$ cat config.mk
export PLATFORM = sky130hd
export DESIGN_NAME = sysctl_port_block
export DESIGN_NICKNAME = d
export VERILOG_FILES = /design/src/rtl/sysctl_pkg.sv /design/src/rtl/sysctl_decode.sv /design/src/rtl/sysctl_regs.sv /design/src/rtl/sysctl_rdmux.sv /design/src/rtl/sysctl_xlat.sv /design/src/rtl/sysctl_port_block.sv
export SDC_FILE = /design/constraint.sdc
export NUM_CORES = 1
export LEC_CHECK = 0
export ABC_AREA = 1
export BUFFER_PORTS_ARGS = -buffer_cell sky130_fd_sc_hd__buf_2
export CAP_MARGIN = 25
export CORE_MARGIN = 1
export CORE_UTILIZATION = 45
export CTS_CLUSTER_DIAMETER = 200
export DETAILED_ROUTE_END_ITERATION = 8
export PLACE_DENSITY = 0.83
export SYNTH_ARGS = -nofsm -noshare
export SYNTH_HDL_FRONTEND = slang
export SYNTH_SLANG_ARGS = --single-unit
$ cat constraint.sdc
create_clock -name clk -period 2.2 [get_ports clk]
set_clock_uncertainty 0.2 [all_clocks]
set_input_delay 0.11 -clock clk [delete_from_list [all_inputs] [get_ports clk]]
set_output_delay 0.11 -clock clk [all_outputs]
set_load 0.02 [all_outputs]
$ cat src/rtl/sysctl_pkg.sv
package sysctl_pkg;

  localparam logic [15:0] P_CTL92   = 16'h0092;
  localparam logic [15:0] P_CPUCFG  = 16'h0800;
  localparam logic [15:0] P_FEAT    = 16'h0802;
  localparam logic [15:0] P_BSTAT   = 16'h0803;
  localparam logic [15:0] P_ACT     = 16'h0808;
  localparam logic [15:0] P_EQUIP   = 16'h080C;
  localparam logic [15:0] P_LOCK1   = 16'h0810;
  localparam logic [15:0] P_LOCK2   = 16'h0812;
  localparam logic [15:0] P_FLUSH   = 16'h0814;
  localparam logic [15:0] P_KEY     = 16'h0818;
  localparam logic [15:0] P_SCTL    = 16'h081C;
  localparam logic [15:0] P_L2ID    = 16'h0823;
  localparam logic [15:0] P_MAP     = 16'h0850;
  localparam logic [15:0] P_WIN_LO  = 16'h0800;
  localparam logic [15:0] P_WIN_HI  = 16'h0851;

  localparam int unsigned SCTL_W = 4;

  typedef enum logic [3:0] {
    K_NONE,    // not claimed by this block
    K_CTL92,   // reset / endian control
    K_IDENT,   // fixed byte, writes dropped silently
    K_STATUS,  // fixed byte, writes flagged as errors
    K_ACT,     // activity light, write only
    K_LOCK1,   // fixed byte on read, pulse on write
    K_LOCK2,   // pulse on write, reads 0xFF
    K_FLUSH,   // write accepted with no effect, reads 0xFF
    K_SCTL,    // 4-bit control nibble
    K_MAP,     // window map-type bit
    K_UNDEF    // inside the window but not decoded
  } port_kind_e;

  function automatic port_kind_e classify(input logic [15:0] a);
    if (a == P_CTL92) return K_CTL92;
    if (a < P_WIN_LO || a > P_WIN_HI) return K_NONE;
    case (a)
      P_CPUCFG, P_FEAT, P_BSTAT: return K_IDENT;
      P_EQUIP, P_KEY, P_L2ID:    return K_STATUS;
      P_ACT:                     return K_ACT;
      P_LOCK1:                   return K_LOCK1;
      P_LOCK2:                   return K_LOCK2;
      P_FLUSH:                   return K_FLUSH;
      P_SCTL:                    return K_SCTL;
      P_MAP:                     return K_MAP;
      default:                   return K_UNDEF;
    endcase
  endfunction

  function automatic logic [7:0] fixed_byte(input logic [15:0] a);
    case (a)
      P_CPUCFG: return 8'hEF;
      P_FEAT:   return 8'hAD;
      P_BSTAT:  return 8'hE0;
      P_EQUIP:  return 8'h3C;
      P_LOCK1:  return 8'h39;
      P_KEY:    return 8'h00;
      P_L2ID:   return 8'h03;
      default:  return 8'hFF;
    endcase
  endfunction

endpackage

$ cat src/rtl/sysctl_decode.sv
module sysctl_decode
  import sysctl_pkg::*;
#(
  parameter int unsigned PORT_AW = 16
) (
  input  logic               wr_en,
  input  logic [PORT_AW-1:0] port_addr,
  output logic [15:0]        addr16,
  output port_kind_e         kind,
  output logic               wr_ctl92,
  output logic               wr_act,
  output logic               wr_lock1,
  output logic               wr_lock2,
  output logic               wr_sctl,
  output logic               wr_map,
  output logic               wr_bad
);

  logic upper_zero;

  generate
    if (PORT_AW > 16) begin : g_wide
      assign upper_zero = ~|port_addr[PORT_AW-1:16];
      assign addr16     = port_addr[15:0];
    end else begin : g_narrow
      assign upper_zero = 1'b1;
      assign addr16     = 16'(port_addr);
    end
  endgenerate

  assign kind = upper_zero ? classify(addr16) : K_NONE;

  always_comb begin
    wr_ctl92 = wr_en && (kind == K_CTL92);
    wr_act   = wr_en && (kind == K_ACT);
    wr_lock1 = wr_en && (kind == K_LOCK1);
    wr_lock2 = wr_en && (kind == K_LOCK2);
    wr_sctl  = wr_en && (kind == K_SCTL);
    wr_map   = wr_en && (kind == K_MAP);
    wr_bad   = wr_en && ((kind == K_UNDEF) || (kind == K_STATUS));
  end

endmodule

$ cat src/rtl/sysctl_regs.sv
module sysctl_regs
  import sysctl_pkg::*;
(
  input  logic              clk,
  input  logic              rst,
  input  logic [7:0]        wr_data,
  input  logic              wr_ctl92,
  input  logic              wr_act,
  input  logic              wr_lock1,
  input  logic              wr_lock2,
  input  logic              wr_sctl,
  input  logic              wr_map,
  input  logic              wr_bad,
  output logic              soft_reset_q,
  output logic              le_mode_q,
  output logic              activity_q,
  output logic [SCTL_W-1:0] sctl_q,
  output logic              map_q,
  output logic              lock1_q,
  output logic              lock2_q,
  output logic              err_q
);

  logic unused_hi;
  assign unused_hi = ^wr_data[7:SCTL_W];

  always_ff @(posedge clk) begin
    if (rst) begin
      soft_reset_q <= 1'b0;
      le_mode_q    <= 1'b0;
      activity_q   <= 1'b0;
      sctl_q       <= '0;
      map_q        <= 1'b0;
      lock1_q      <= 1'b0;
      lock2_q      <= 1'b0;
      err_q        <= 1'b0;
    end else begin
      if (wr_ctl92) begin
        soft_reset_q <= wr_data[0];
        le_mode_q    <= wr_data[1];
      end
      if (wr_act)  activity_q <= wr_data[0];
      if (wr_sctl) sctl_q     <= wr_data[SCTL_W-1:0];
      if (wr_map)  map_q      <= wr_data[0];
      lock1_q <= wr_lock1;
      lock2_q <= wr_lock2;
      err_q   <= wr_bad;
    end
  end

endmodule

$ cat src/rtl/sysctl_rdmux.sv
module sysctl_rdmux
  import sysctl_pkg::*;
(
  input  logic              rd_en,
  input  logic [15:0]       addr16,
  input  port_kind_e        kind,
  input  logic [SCTL_W-1:0] sctl_q,
  input  logic              map_q,
  output logic [7:0]        rd_data
);

  always_comb begin
    rd_data = 8'h00;
    if (rd_en) begin
      case (kind)
        K_NONE, K_CTL92:           rd_data = 8'h00;
        K_IDENT, K_STATUS, K_LOCK1: rd_data = fixed_byte(addr16);
        K_SCTL:                    rd_data = {{(8-SCTL_W){1'b0}}, sctl_q};
        K_MAP:                     rd_data = {7'b0, map_q};
        default:                   rd_data = 8'hFF;
      endcase
    end
  end

endmodule

$ cat src/rtl/sysctl_xlat.sv
module sysctl_xlat #(
  parameter int unsigned WIN_AW   = 23,
  parameter int unsigned IO_AW    = 16,
  parameter int unsigned LOW_KEEP = 5,
  parameter int unsigned PAGE_LSB = 12
) (
  input  logic              sparse,
  input  logic [WIN_AW-1:0] win_offset,
  output logic [IO_AW-1:0]  io_addr
);

  localparam int unsigned HI_W = IO_AW - LOW_KEEP;

  function automatic logic [IO_AW-1:0] flat_map(input logic [WIN_AW-1:0] off);
    return off[IO_AW-1:0];
  endfunction

  function automatic logic [IO_AW-1:0] sparse_map(input logic [WIN_AW-1:0] off);
    return {off[PAGE_LSB+HI_W-1:PAGE_LSB], off[LOW_KEEP-1:0]};
  endfunction

  assign io_addr = sparse ? sparse_map(win_offset) : flat_map(win_offset);

endmodule

$ cat src/rtl/sysctl_port_block.sv
module sysctl_port_block
  import sysctl_pkg::*;
#(
  parameter int unsigned PORT_AW = 16,
  parameter int unsigned WIN_AW  = 23,
  parameter int unsigned IO_AW   = 16
) (
  input  logic               clk,
  input  logic               rst,
  input  logic               wr_en,
  input  logic               rd_en,
  input  logic [PORT_AW-1:0] port_addr,
  input  logic [7:0]         wr_data,
  output logic [7:0]         rd_data,
  output logic               soft_reset_o,
  output logic               le_mode_o,
  output logic               activity_o,
  output logic               lock1_pulse_o,
  output logic               lock2_pulse_o,
  output logic               wr_err_o,
  input  logic [WIN_AW-1:0]  win_offset,
  output logic [IO_AW-1:0]   io_addr
);

  localparam int unsigned LOW_KEEP = 5;
  localparam int unsigned PAGE_LSB = 12;

  logic [15:0]       addr16;
  port_kind_e        kind;
  logic              wr_ctl92, wr_act, wr_lock1, wr_lock2, wr_sctl, wr_map, wr_bad;
  logic [SCTL_W-1:0] sctl_q;
  logic              map_q;

  sysctl_decode #(.PORT_AW(PORT_AW)) u_dec (
    .wr_en    (wr_en),
    .port_addr(port_addr),
    .addr16   (addr16),
    .kind     (kind),
    .wr_ctl92 (wr_ctl92),
    .wr_act   (wr_act),
    .wr_lock1 (wr_lock1),
    .wr_lock2 (wr_lock2),
    .wr_sctl  (wr_sctl),
    .wr_map   (wr_map),
    .wr_bad   (wr_bad)
  );

  sysctl_regs u_regs (
    .clk         (clk),
    .rst         (rst),
    .wr_data     (wr_data),
    .wr_ctl92    (wr_ctl92),
    .wr_act      (wr_act),
    .wr_lock1    (wr_lock1),
    .wr_lock2    (wr_lock2),
    .wr_sctl     (wr_sctl),
    .wr_map      (wr_map),
    .wr_bad      (wr_bad),
    .soft_reset_q(soft_reset_o),
    .le_mode_q   (le_mode_o),
    .activity_q  (activity_o),
    .sctl_q      (sctl_q),
    .map_q       (map_q),
    .lock1_q     (lock1_pulse_o),
    .lock2_q     (lock2_pulse_o),
    .err_q       (wr_err_o)
  );

  sysctl_rdmux u_rd (
    .rd_en  (rd_en),
    .addr16 (addr16),
    .kind   (kind),
    .sctl_q (sctl_q),
    .map_q  (map_q),
    .rd_data(rd_data)
  );

  sysctl_xlat #(
    .WIN_AW  (WIN_AW),
    .IO_AW   (IO_AW),
    .LOW_KEEP(LOW_KEEP),
    .PAGE_LSB(PAGE_LSB)
  ) u_xlat (
    .sparse    (map_q),
    .win_offset(win_offset),
    .io_addr   (io_addr)
  );

endmodule

== Yosys cells after proc, flatten, opt, wreduce, memory -nomap -nowiden ==
Cells that the tools add are included.
Widths: inputs -> output; s select.
Operators by class
  multiplexer cells: 12
  reduce and logical (&&, ||, !) cells: 14
  div/mod/pow operators: 0
  bitwise gates (word level): 0
  $mul: 0
  magnitude comparators: 2
  shifts and indexed selects: 0
  $add $sub $neg: 0
  equality and inequality tests: 22
Operators by type and width (count)
  $eq 16x12->1 const B: 12
  $pmux 8 s7: 1
  $pmux 4 s8: 1
  $pmux 8 s4: 1
  $eq 16x8->1 const B: 1
  $gt 16x12->1 const B: 1
  $lt 16x12->1 const B: 1
  $mux 16: 1
  $mux 4: 4
  $eq 4x3->1 const B: 3
  $eq 4x4->1 const B: 3
  $reduce_or 3->1: 3
  $eq 4x2->1 const B: 2
  $mux 8: 1
  $logic_and 1x1->1: 7
  $eq 4x1->1 const B: 1
  $logic_not 4->1: 1
  $mux 1: 3
  $logic_or 1x1->1: 2
  $reduce_or 2->1: 1
Storage, ports and cells
  input port bits: 51
  latch bits: 0
  memory bits (read-only): 0
  register bits after elaboration: 11
  memories: 0
  output and inout port bits: 30
  word-level logic and storage cells: 58
  memory bits (writable): 0

== Depth between registers and ports, before layout ==
Gate-level depths: netlist (run 1).
  depth in word-level cells: 10
  gate-level depth with buffers: 14
  gate-level depth less buffers: 14

== Modules after synthesis ==
From an unflattened synthesis (run 1), not the netlist that was laid out.
Second synthesis, totals
  cell total of the unflattened synthesis: 315
  area, all modules: 1679.1 sq um
Modules (own cells, without submodules)
  sysctl_decode: sequential area each 0.0 sq um, cells an instance 115, times used 1, area an instance 630.6 sq um
  sysctl_rdmux: sequential area each 0.0 sq um, cells an instance 104, times used 1, area an instance 475.5 sq um
  sysctl_regs: sequential area each 220.2 sq um, cells an instance 55, times used 1, area an instance 389.1 sq um
  sysctl_xlat: sequential area each 0.0 sq um, cells an instance 41, times used 1, area an instance 183.9 sq um

== Worst setup path after synthesis (run 1) ==
No wires, ideal clock.
  path kind: input to output
  start: input port_addr[13]
  end: output rd_data[4]
  data required time: 1.890 ns
  stages on the path: 10
  path buffers: 1
  setup slack: 0.486 ns
  arrival time: 1.404 ns
  path through: nor2_2 > nand2_2 > nor2_4 > buf_6 > inv_2 > a211oi_2 > nand2_1 > nand2_2 > nand3_4 > a21oi_1
Between the ends
  longest elaborated chain between the ends: 10
  elaborated cells between the ends (all ways): 37
  those cells by class: 2 x order compare; 19 x eq/ne; 10 x mux; 6 x reduce/logical
Ends and longest elaborated chain
  start, declared: RTL line sysctl_port_block.sv:12  | input logic [PORT_AW-1:0] port_addr,
  $lt 16x12->1 / $gt 16x12->1 (equally long branches): RTL line sysctl_pkg.sv:37  | if (a < P_WIN_LO || a > P_WIN_HI) return K_NONE;
  $logic_or 1x1->1: RTL line sysctl_pkg.sv:37
  $mux 1 (2 in a row): RTL line sysctl_pkg.sv:37
  $mux 4: RTL line sysctl_pkg.sv:38  | case (a)
  $mux 4: RTL line sysctl_pkg.sv:37
  $eq 4x2->1, or another cell as far along
  $reduce_or 3->1 / $reduce_or 2->1 (equally long branches): RTL line sysctl_rdmux.sv:15  | case (kind)
  $pmux 8 s4 (*): RTL line sysctl_rdmux.sv:15
  $mux 8 (*): RTL line sysctl_rdmux.sv:14  | if (rd_en) begin
  end, declared: RTL line sysctl_port_block.sv:14  | output logic [7:0] rd_data,
Mark *: on every way between the ends. The rest lies on a longest branch, timed or not. The select of a mux whose other input is x is not followed.

== Worst setup path in the final report (run 1) ==
  start: input port_addr[9]
  end: output rd_data[5]
The elaborated chain is that of the path after synthesis.

==> impl_results.md, run 1 <==
- Status: complete, no violations
- Remaining Overflow, GRT: 0
- Critical path's slowest cell: nor2_4
- Fmax: 0.502 GHz
- Reg power frac: 43.4%
- Average footprint of a synthesized cell: 5.57 sq um
- Critical path's largest stage delay: 200 ps
- Area contributors post-synth: nand2_1 (20%), dfxtp_1 (19%), inv_1 (9.9%)
- Post-Synth XOR/XNOR Area: 0%
- DRC Markers: 0
- Mapped Cells: 211
- Area of the multi-input gates: 768 sq um
- Area fraction of the dominant cell type after synthesis: 19.8%
- Clk root buf: clkbuf_4
- Yosys top cell by area: nand2_1
- Adder-cell area share of the yosys netlist: 0%
- CORE AREA: 2480 sq um
- # nets final: 338
- Initial antenna violation count: 0
- Clock power frac: 28.9%
- RSZ-0062 raised after global routing: false
- Slew Limit Fails: 0
- Cts bufs inserted: 3
- DR vias/cell: 4.76
- Std-Cell Rows: 18
- YS warnings: 0
- Most frequent cell on the critical path: nand2_1
- Die Area: 2820 sq um
- Hold depth: 0
- Tcrit/Tclk final: 90.6%
- FF-to-FF path depth: 3
- Crit Path Category: primary input to output pin
- Clock Latency Late Sink: 260 ps
- Startpoint types: primary input
- Max-Cap Viols: 0
- CP endpoint kind: output pin
- Cell Pwr Density: 279 nW/um^2
- Worst vdd ir: 0.419 mV
- Cell Int Power: 324 uW
- Comb pwr share: 27.7%
- Yosys reg bits: 11
- Tmin final: 1990 ps
- I/O Buffers: 66
- Initial Util: 47.5%
- Hold/Removal Path Class: primary input to output pin
- Final setup vio count: 0
- Clock sinks: 11
- Hold WS: 20.0 ps
- Htree depth: 1
- Die Width: 53.1 microns
- CTS tree: done
- FF/Latch Area: 220 sq um
- Slew @ Worst Pin: 317 ps
- DRT Pass-1 Iters: 4
- Netlist Area Pre-Place: 1180 sq um
- Simple-gate share of the synthesized area: 51.4%
- Share of post-route cells with drive strength above 1: 34.3%
- Fill cell count: 244
- Syn-to-layout area delta: 39.8%
- DP HPWL: 2340 microns
- Compound-cell area share of the yosys netlist: 13.9%
- Relative slew slack: 78.8%
- Final setup TNS: 0 ps
- Worst Path Max Fanout: 7
- Mux contribution to synthesized area: 0%
- GPL Wtd Cong: 0.858
- CP arrival: 1680 ps
- Post-DRT Antenna Nets: 0
- Fin area: 1640 sq um
- CP cell instances: buf_2 -> nor2_1 -> nand2_1 -> nor2_4 -> buf_12 -> nand3_2 -> nand2_1 -> o21bai_1 -> nand2_1 -> nand2_2 -> nand3_4 -> nand2_1 -> nand2_1 -> nand2_1 -> buf_2
- Post-synthesis sequential area ratio: 18.7%
- Count of different cell masters after synthesis: 31
- Die H: 53.1 microns
- WL per Instance: 9.87 microns
- Ant. Diodes: 0
- Largest net degree at the start of global routing: 14
- Pleak: 0.944 nW
- Placed Area: 1510 sq um
- Main combinational cell family by area after synthesis: simple AND/OR/NAND/NOR gates
- Iteration-0 DRC Markers: 27
- GR Util All Layers: 22.3%
- Synthesized Nets: 262
- Switching power share of the total: 29.3%
- Clk buf depth: 2
- First-pass GRT wire length: 4800 microns
- Fin. Hold Viols: 0
- Worst path required time: 1890 ps
- Top Ports: 81
- Via Count: 1503
- Final wirelength: 3120 microns
- Vias in the first global route: 1230
- Switching power: 134 uW
## registers in the layout, summed over array words and instances (netlist names)
name and flops:
u_regs.le_mode_q 1, u_regs.soft_reset_q 1, u_regs.activity_q 1, u_regs.sctl_q 4, u_regs.lock1_q 1, u_regs.lock2_q 1, u_regs.map_q 1, u_regs.err_q 1
## power groups by stage
stage	Combinational [mW]	Clock [mW]	Sequential (mW)
after floorplan	0.0685	0	0.204
after global placement	0.115	0	0.204
after detailed placement	0.117	0	0.204
after CTS	0.125	0.136	0.199
after global routing	0.142	0.143	0.199
final	0.127	0.133	0.199
## layer usage
metal / GRT usage [%] / wire length [microns] / share of wire, % / vias to the layer above
met4: 6.14 / 5 / 0.16 / 0
met5: 0 / 0 / 0 / -
met3: 1.15 / 87 / 2.8 / 2
met1: 28.6 / 1470 / 47 / 660
met2: 39.9 / 1560 / 50 / 27
li1: - / - / - / 814
## worst max-delay path, delay by kind of cell
family                 cells  cell delay (ps)
AND/OR/NAND/NOR           11             1060
buffers and inverters      3              390
AO/OA/AOI/OAI              1              120
## final timing paths
kind / from / slack, ps / end
worst min register to register: u_regs.soft_reset_q$_SDFFE_PP0P_ / 270 / u_regs.soft_reset_q$_SDFFE_PP0P_
worst max register to register: u_regs.le_mode_q$_SDFFE_PP0P_ / 870 / u_regs.le_mode_q$_SDFFE_PP0P_
worst min-delay path: win_offset[0] / 20 / io_addr[0]
worst max-delay path: port_addr[9] / 210 / rd_data[5]
## stage by stage
stage	util, %	total power [mW]	setup slack, ps	instances
after detailed placement	61.0	0.320	169	302
final	66.4	0.459	207	316
after global routing	66.4	0.483	39.5	316
after floorplan	-	0.272	486	211
after global placement	61.0	0.318	186	302
after CTS	65.3	0.460	161	314
## layout make-up
class / instances / share of cell area, %
Sequential cell: 11 / 13.4
Inverter: 35 / 7.99
Multi-Input combinational cell: 157 / 46.7
Tap cell: 30 / 2.28
Clock buffer: 4 / 1.60
Timing Repair Buffer: 79 / 28.0
## cell usage after synthesis (all sizes together)
cell type and n:
or2 1, o21a 1, o311a 1, nand3b 1, o21ai 13, inv 35, buf 6, nor2 33
nand4 1, o31ai 1, nor4 1, o21bai 1, nand3 16, dfxtp 11, a211oi 2, clkbuf 2
nor3 8, o22ai 2, nand2 69, a21oi 6
## cell families after synthesis
logic type,Yosys count
buffers and inverters,43
DFF,11
AOI/OAI and AO/OA,27
and+or+nand+nor,130
## cell usage in the layout (no fill, tap or decap), types with 3 or more instances in the layout
| cell type | Yosys | layout |
|---|---|---|
| a21oi_1 | 6 | 6 |
| buf_2 | 0 | 66 |
| buf_4 | 5 | 4 |
| clkbuf_4 | 0 | 3 |
| dfxtp_1 | 11 | 11 |
| dlygate4sd3_1 | 0 | 8 |
| inv_1 | 31 | 31 |
| inv_2 | 4 | 4 |
| nand2_1 | 62 | 62 |
| nand2_2 | 7 | 7 |
| nand3_1 | 13 | 13 |
| nor2_1 | 27 | 27 |
| nor2_2 | 3 | 3 |
| nor2_4 | 3 | 3 |
| nor3_1 | 7 | 7 |
| o21ai_0 | 11 | 11 |
## repair_timing
item	in CTS	in global routing
setup endpoints to repair	0	5
hold buffers	8	0
hold endpoints to repair	11	0
buffers inserted	0	2
resized for setup	0	0
Power figures use the tool's default switching activity.
==> inputs of run 2 (changes only) <==
--- a/config.mk
+++ b/config.mk
@@ -5,14 +5,14 @@
 export SDC_FILE = /design/constraint.sdc
 export NUM_CORES = 1
 export LEC_CHECK = 0
-export ABC_AREA = 1
+export ABC_AREA = 0
 export BUFFER_PORTS_ARGS = -buffer_cell sky130_fd_sc_hd__buf_2
 export CAP_MARGIN = 25
-export CORE_MARGIN = 1
 export CORE_UTILIZATION = 45
 export CTS_CLUSTER_DIAMETER = 200
+export CTS_CLUSTER_SIZE = 30
 export DETAILED_ROUTE_END_ITERATION = 8
-export PLACE_DENSITY = 0.83
+export PLACE_DENSITY = 0.82
 export SYNTH_ARGS = -nofsm -noshare
 export SYNTH_HDL_FRONTEND = slang
 export SYNTH_SLANG_ARGS = --single-unit
==> impl_results.md, run 2 <==
- Status: complete, no violations
- I/O Buffers: 66 (unchanged)
- Fmax: 0.471 GHz (-6.1%)
- First-pass GRT wire length: 5780 microns (+20%)
- Cts bufs inserted: 3 (unchanged)
- DRC Markers: 0 (unchanged)
- Worst path required time: 1890 ps (about the same)
- Clock power frac: 26.2% (-2.7 points)
- Final core utilization: 70.8% (+4.4 points)
- Reg2Reg Setup Slack: 1220 ps (+350 ps)
- Ant. Diodes: 0 (unchanged)
- Hold WS: 20.0 ps (-0.00100 ps)
- Pleak: 0.794 nW (-16%)
- RSZ-0062 raised after global routing: false
- Worst path setup slack after routing: 76.9 ps (-130 ps)
- Worst R2R Start: u_regs.map_q$_SDFFE_PP0P_
- Top Ports: 81 (unchanged)
- GPL Wtd Cong: 0.921 (+7.3%)
- Slew Limit Fails: 0 (unchanged)
- Worst Path Max Fanout: 4 (-3)
- FF-to-FF path depth: 3 (unchanged)
- YS warnings: 0 (unchanged)
- Area fraction of the dominant cell type after synthesis: 18.0% (-1.8 points)
- Fin. Hold Viols: 0 (unchanged)
- Htree depth: 1 (unchanged)
- Hold depth: 0 (unchanged)
- Clk buf depth: 2 (unchanged)
- Relative slew slack: 73.9% (-5.0 points)
- Die Width: 54.2 microns (+2.0%)
- Initial antenna violation count: 0 (unchanged)
- Most frequent cells in the layout: buf_2 (66), buf_4 (19), nor2_1 (16)
- Final wirelength: 3820 microns (+22%)
- Clock sinks: 11 (unchanged)
- DRT Pass-1 Iters: 4 (unchanged)
- Std-Cell Rows: 18 (unchanged)
- GR Util All Layers: 27.3% (+5.0 points)
- Largest net degree at the start of global routing: 14 (unchanged)
- Hold Startpoint: win_offset[3]
- Share of flip-flops with an asynchronous set or reset: 0% (unchanged)
- Final setup vio count: 0 (unchanged)
- Initial Util: 48.6% (+1.1 points)
- Slew @ Worst Pin: 388 ps (+70.7 ps)
- Max FFs per register: 4 (unchanged)
- Vias in the first global route: 1404 (+14%)
- Startpoint types: primary input
- Tcrit/Tclk final: 96.5% (+5.9 points)
- Syn-to-layout area delta: 45.8%
- Synthesized Nets: 212 (-19%)
- CP arrival: 1810 ps (+130 ps)
- Crit Path Category: primary input to output pin
- Yosys reg bits: 11 (unchanged)
- Tmin final: 2120 ps (+130 ps)
- Mapped Cells: 161 (-24%)
- Post-synthesis sequential area ratio: 18.0% (-0.75 points)
- Reg power frac: 39.5% (-3.9 points)
- Switching power: 156 uW (+16%)
- Placed Area: 1640 sq um (+8.3%)
- Count of different cell masters after synthesis: 49 (+58%)
- Pre-CTS setup slack: 21.1 ps (-148 ps)
- DP HPWL: 2860 microns (+22%)
- Via Count: 1546 (+2.9%)
- Area contributors post-synth: dfxtp_1 (18%), mux2_2 (10%), nor2_1 (5.2%)
- Cell Int Power: 348 uW (+7.3%)
- Clock Latency Late Sink: 260 ps (about the same)
- Yosys top cell by area: dfxtp_1
- Post-synth EDFFs: 0 (unchanged)
- Synth top cells by count: nor2_1 (17), nand2_1 (14), dfxtp_1 (11), mux2_2 (11), a21oi_1 (10)
- Share of post-route cells with drive strength above 1: 46.5% (+12 points)
- CTS tree: done
- WL per Instance: 14.0 microns (+42%)
- DR vias/cell: 5.66 (+19%)
- Fin area: 1790 sq um (+8.6%)
- Biggest register: u_regs.sctl_q
- Post-synth top flop: dfxtp_1
- Worst vdd ir: 0.314 mV (-25%)
- Iteration-0 DRC Markers: 33 (+22%)
- Max-Cap Viols: 0 (unchanged)
- Cell Pwr Density: 282 nW/um^2 (+1.2%)
- Most common cell in the netlist: nor2_1
- Hold Path End: io_addr[3]
- Final setup TNS: 0 ps (unchanged)
- Comb pwr share: 34.3% (+6.6 points)
- Netlist Area Pre-Place: 1220 sq um (+4.1%)
- Most common cell after layout, fill and taps aside: buf_2
- Die H: 54.2 microns (+2.0%)
- # nets final: 295 (-13%)
- Average footprint of a synthesized cell: 7.61 sq um (+36%)
- Clk root buf: clkbuf_4
- CP endpoint kind: output pin
- Switching power share of the total: 30.9% (+1.6 points)
- Die Area: 2930 sq um (+4.0%)
- Remaining Overflow, GRT: 0 (unchanged)
- RR Endpoint: u_regs.map_q$_SDFFE_PP0P_
- Hold/Removal Path Class: primary input to output pin
- CORE AREA: 2520 sq um (+1.8%)
- Post-DRT Antenna Nets: 0 (unchanged)
## run 2: cells by family after synthesis
group / Yosys count / share of synthesized area (%)
multiplexers: 16 / 14.6
XOR/XNOR: 2 / 1.43
AND/OR/NAND/NOR: 75 / 35.0
buffers and inverters: 21 / 9.09
flip-flops: 11 / 18.0
AO/OA/AOI/OAI: 36 / 21.9
## run 2: metal layers
layer	vias up	track usage [%]	routed length, microns
met5	-	0	0
met4	0	15.4	58
met3	4	5.65	329
met2	87	49.0	2000
met1	697	29.0	1430
li1	758	-	-
## run 2: worst max path at each step
stage	depth (start not counted)	from	endpoint	slack, ps
after global routing	9	port_addr[10]	u_regs.sctl_q[3]$_SDFFE_PP0P_	5
after CTS	9	port_addr[1]	rd_data[4]	10
after detailed placement	9	port_addr[1]	rd_data[4]	20
final	9	port_addr[0]	rd_data[1]	80
after floorplan	7	port_addr[5]	rd_data[0]	220
after global placement	8	port_addr[0]	rd_data[0]	60
## run 2: area by class of cell
| class | instances | area, sq um |
|---|---|---|
| clock buffer | 4 | 26.3 |
| timing repair buffer | 94 | 563 |
| sequential | 11 | 220 |
| inverter | 5 | 18.8 |
| fill | 229 | 737 |
| tap | 30 | 37.5 |
| multi-input combinational | 129 | 920 |
## run 2: per-stage QoR
stage                     power (mW)  cells
after floorplan                0.305    161
after global placement         0.361    259
after detailed placement       0.363    259
after CTS                      0.504    272
after global routing           0.542    273
final                          0.504    273
## run 2: power by group through the flow
stage	Clock [mW]	Combinational [mW]	Sequential [mW]
2_1_floorplan	0	0.102	0.204
3_3_place_gp	0	0.157	0.204
3_5_place_dp	0	0.160	0.204
4_1_cts	0.137	0.168	0.199
5_1_grt	0.155	0.188	0.199
6_report	0.132	0.173	0.199
## run 2: timing repair
action,4_1_cts,5_1_grt
hold buffers,9,0
buffers inserted,0,1
resized for setup,0,5
hold endpoints to repair,8,0
endpoints found under the setup margin,0,7
## run 2: critical path, stage by stage
cell and delay, ps:
buf_2 100, or4b_4 530, mux2_4 290, o221ai_2 180, a21oi_2 70, buf_4 160, a31oi_1 160, nor2_1 50
buf_2 150
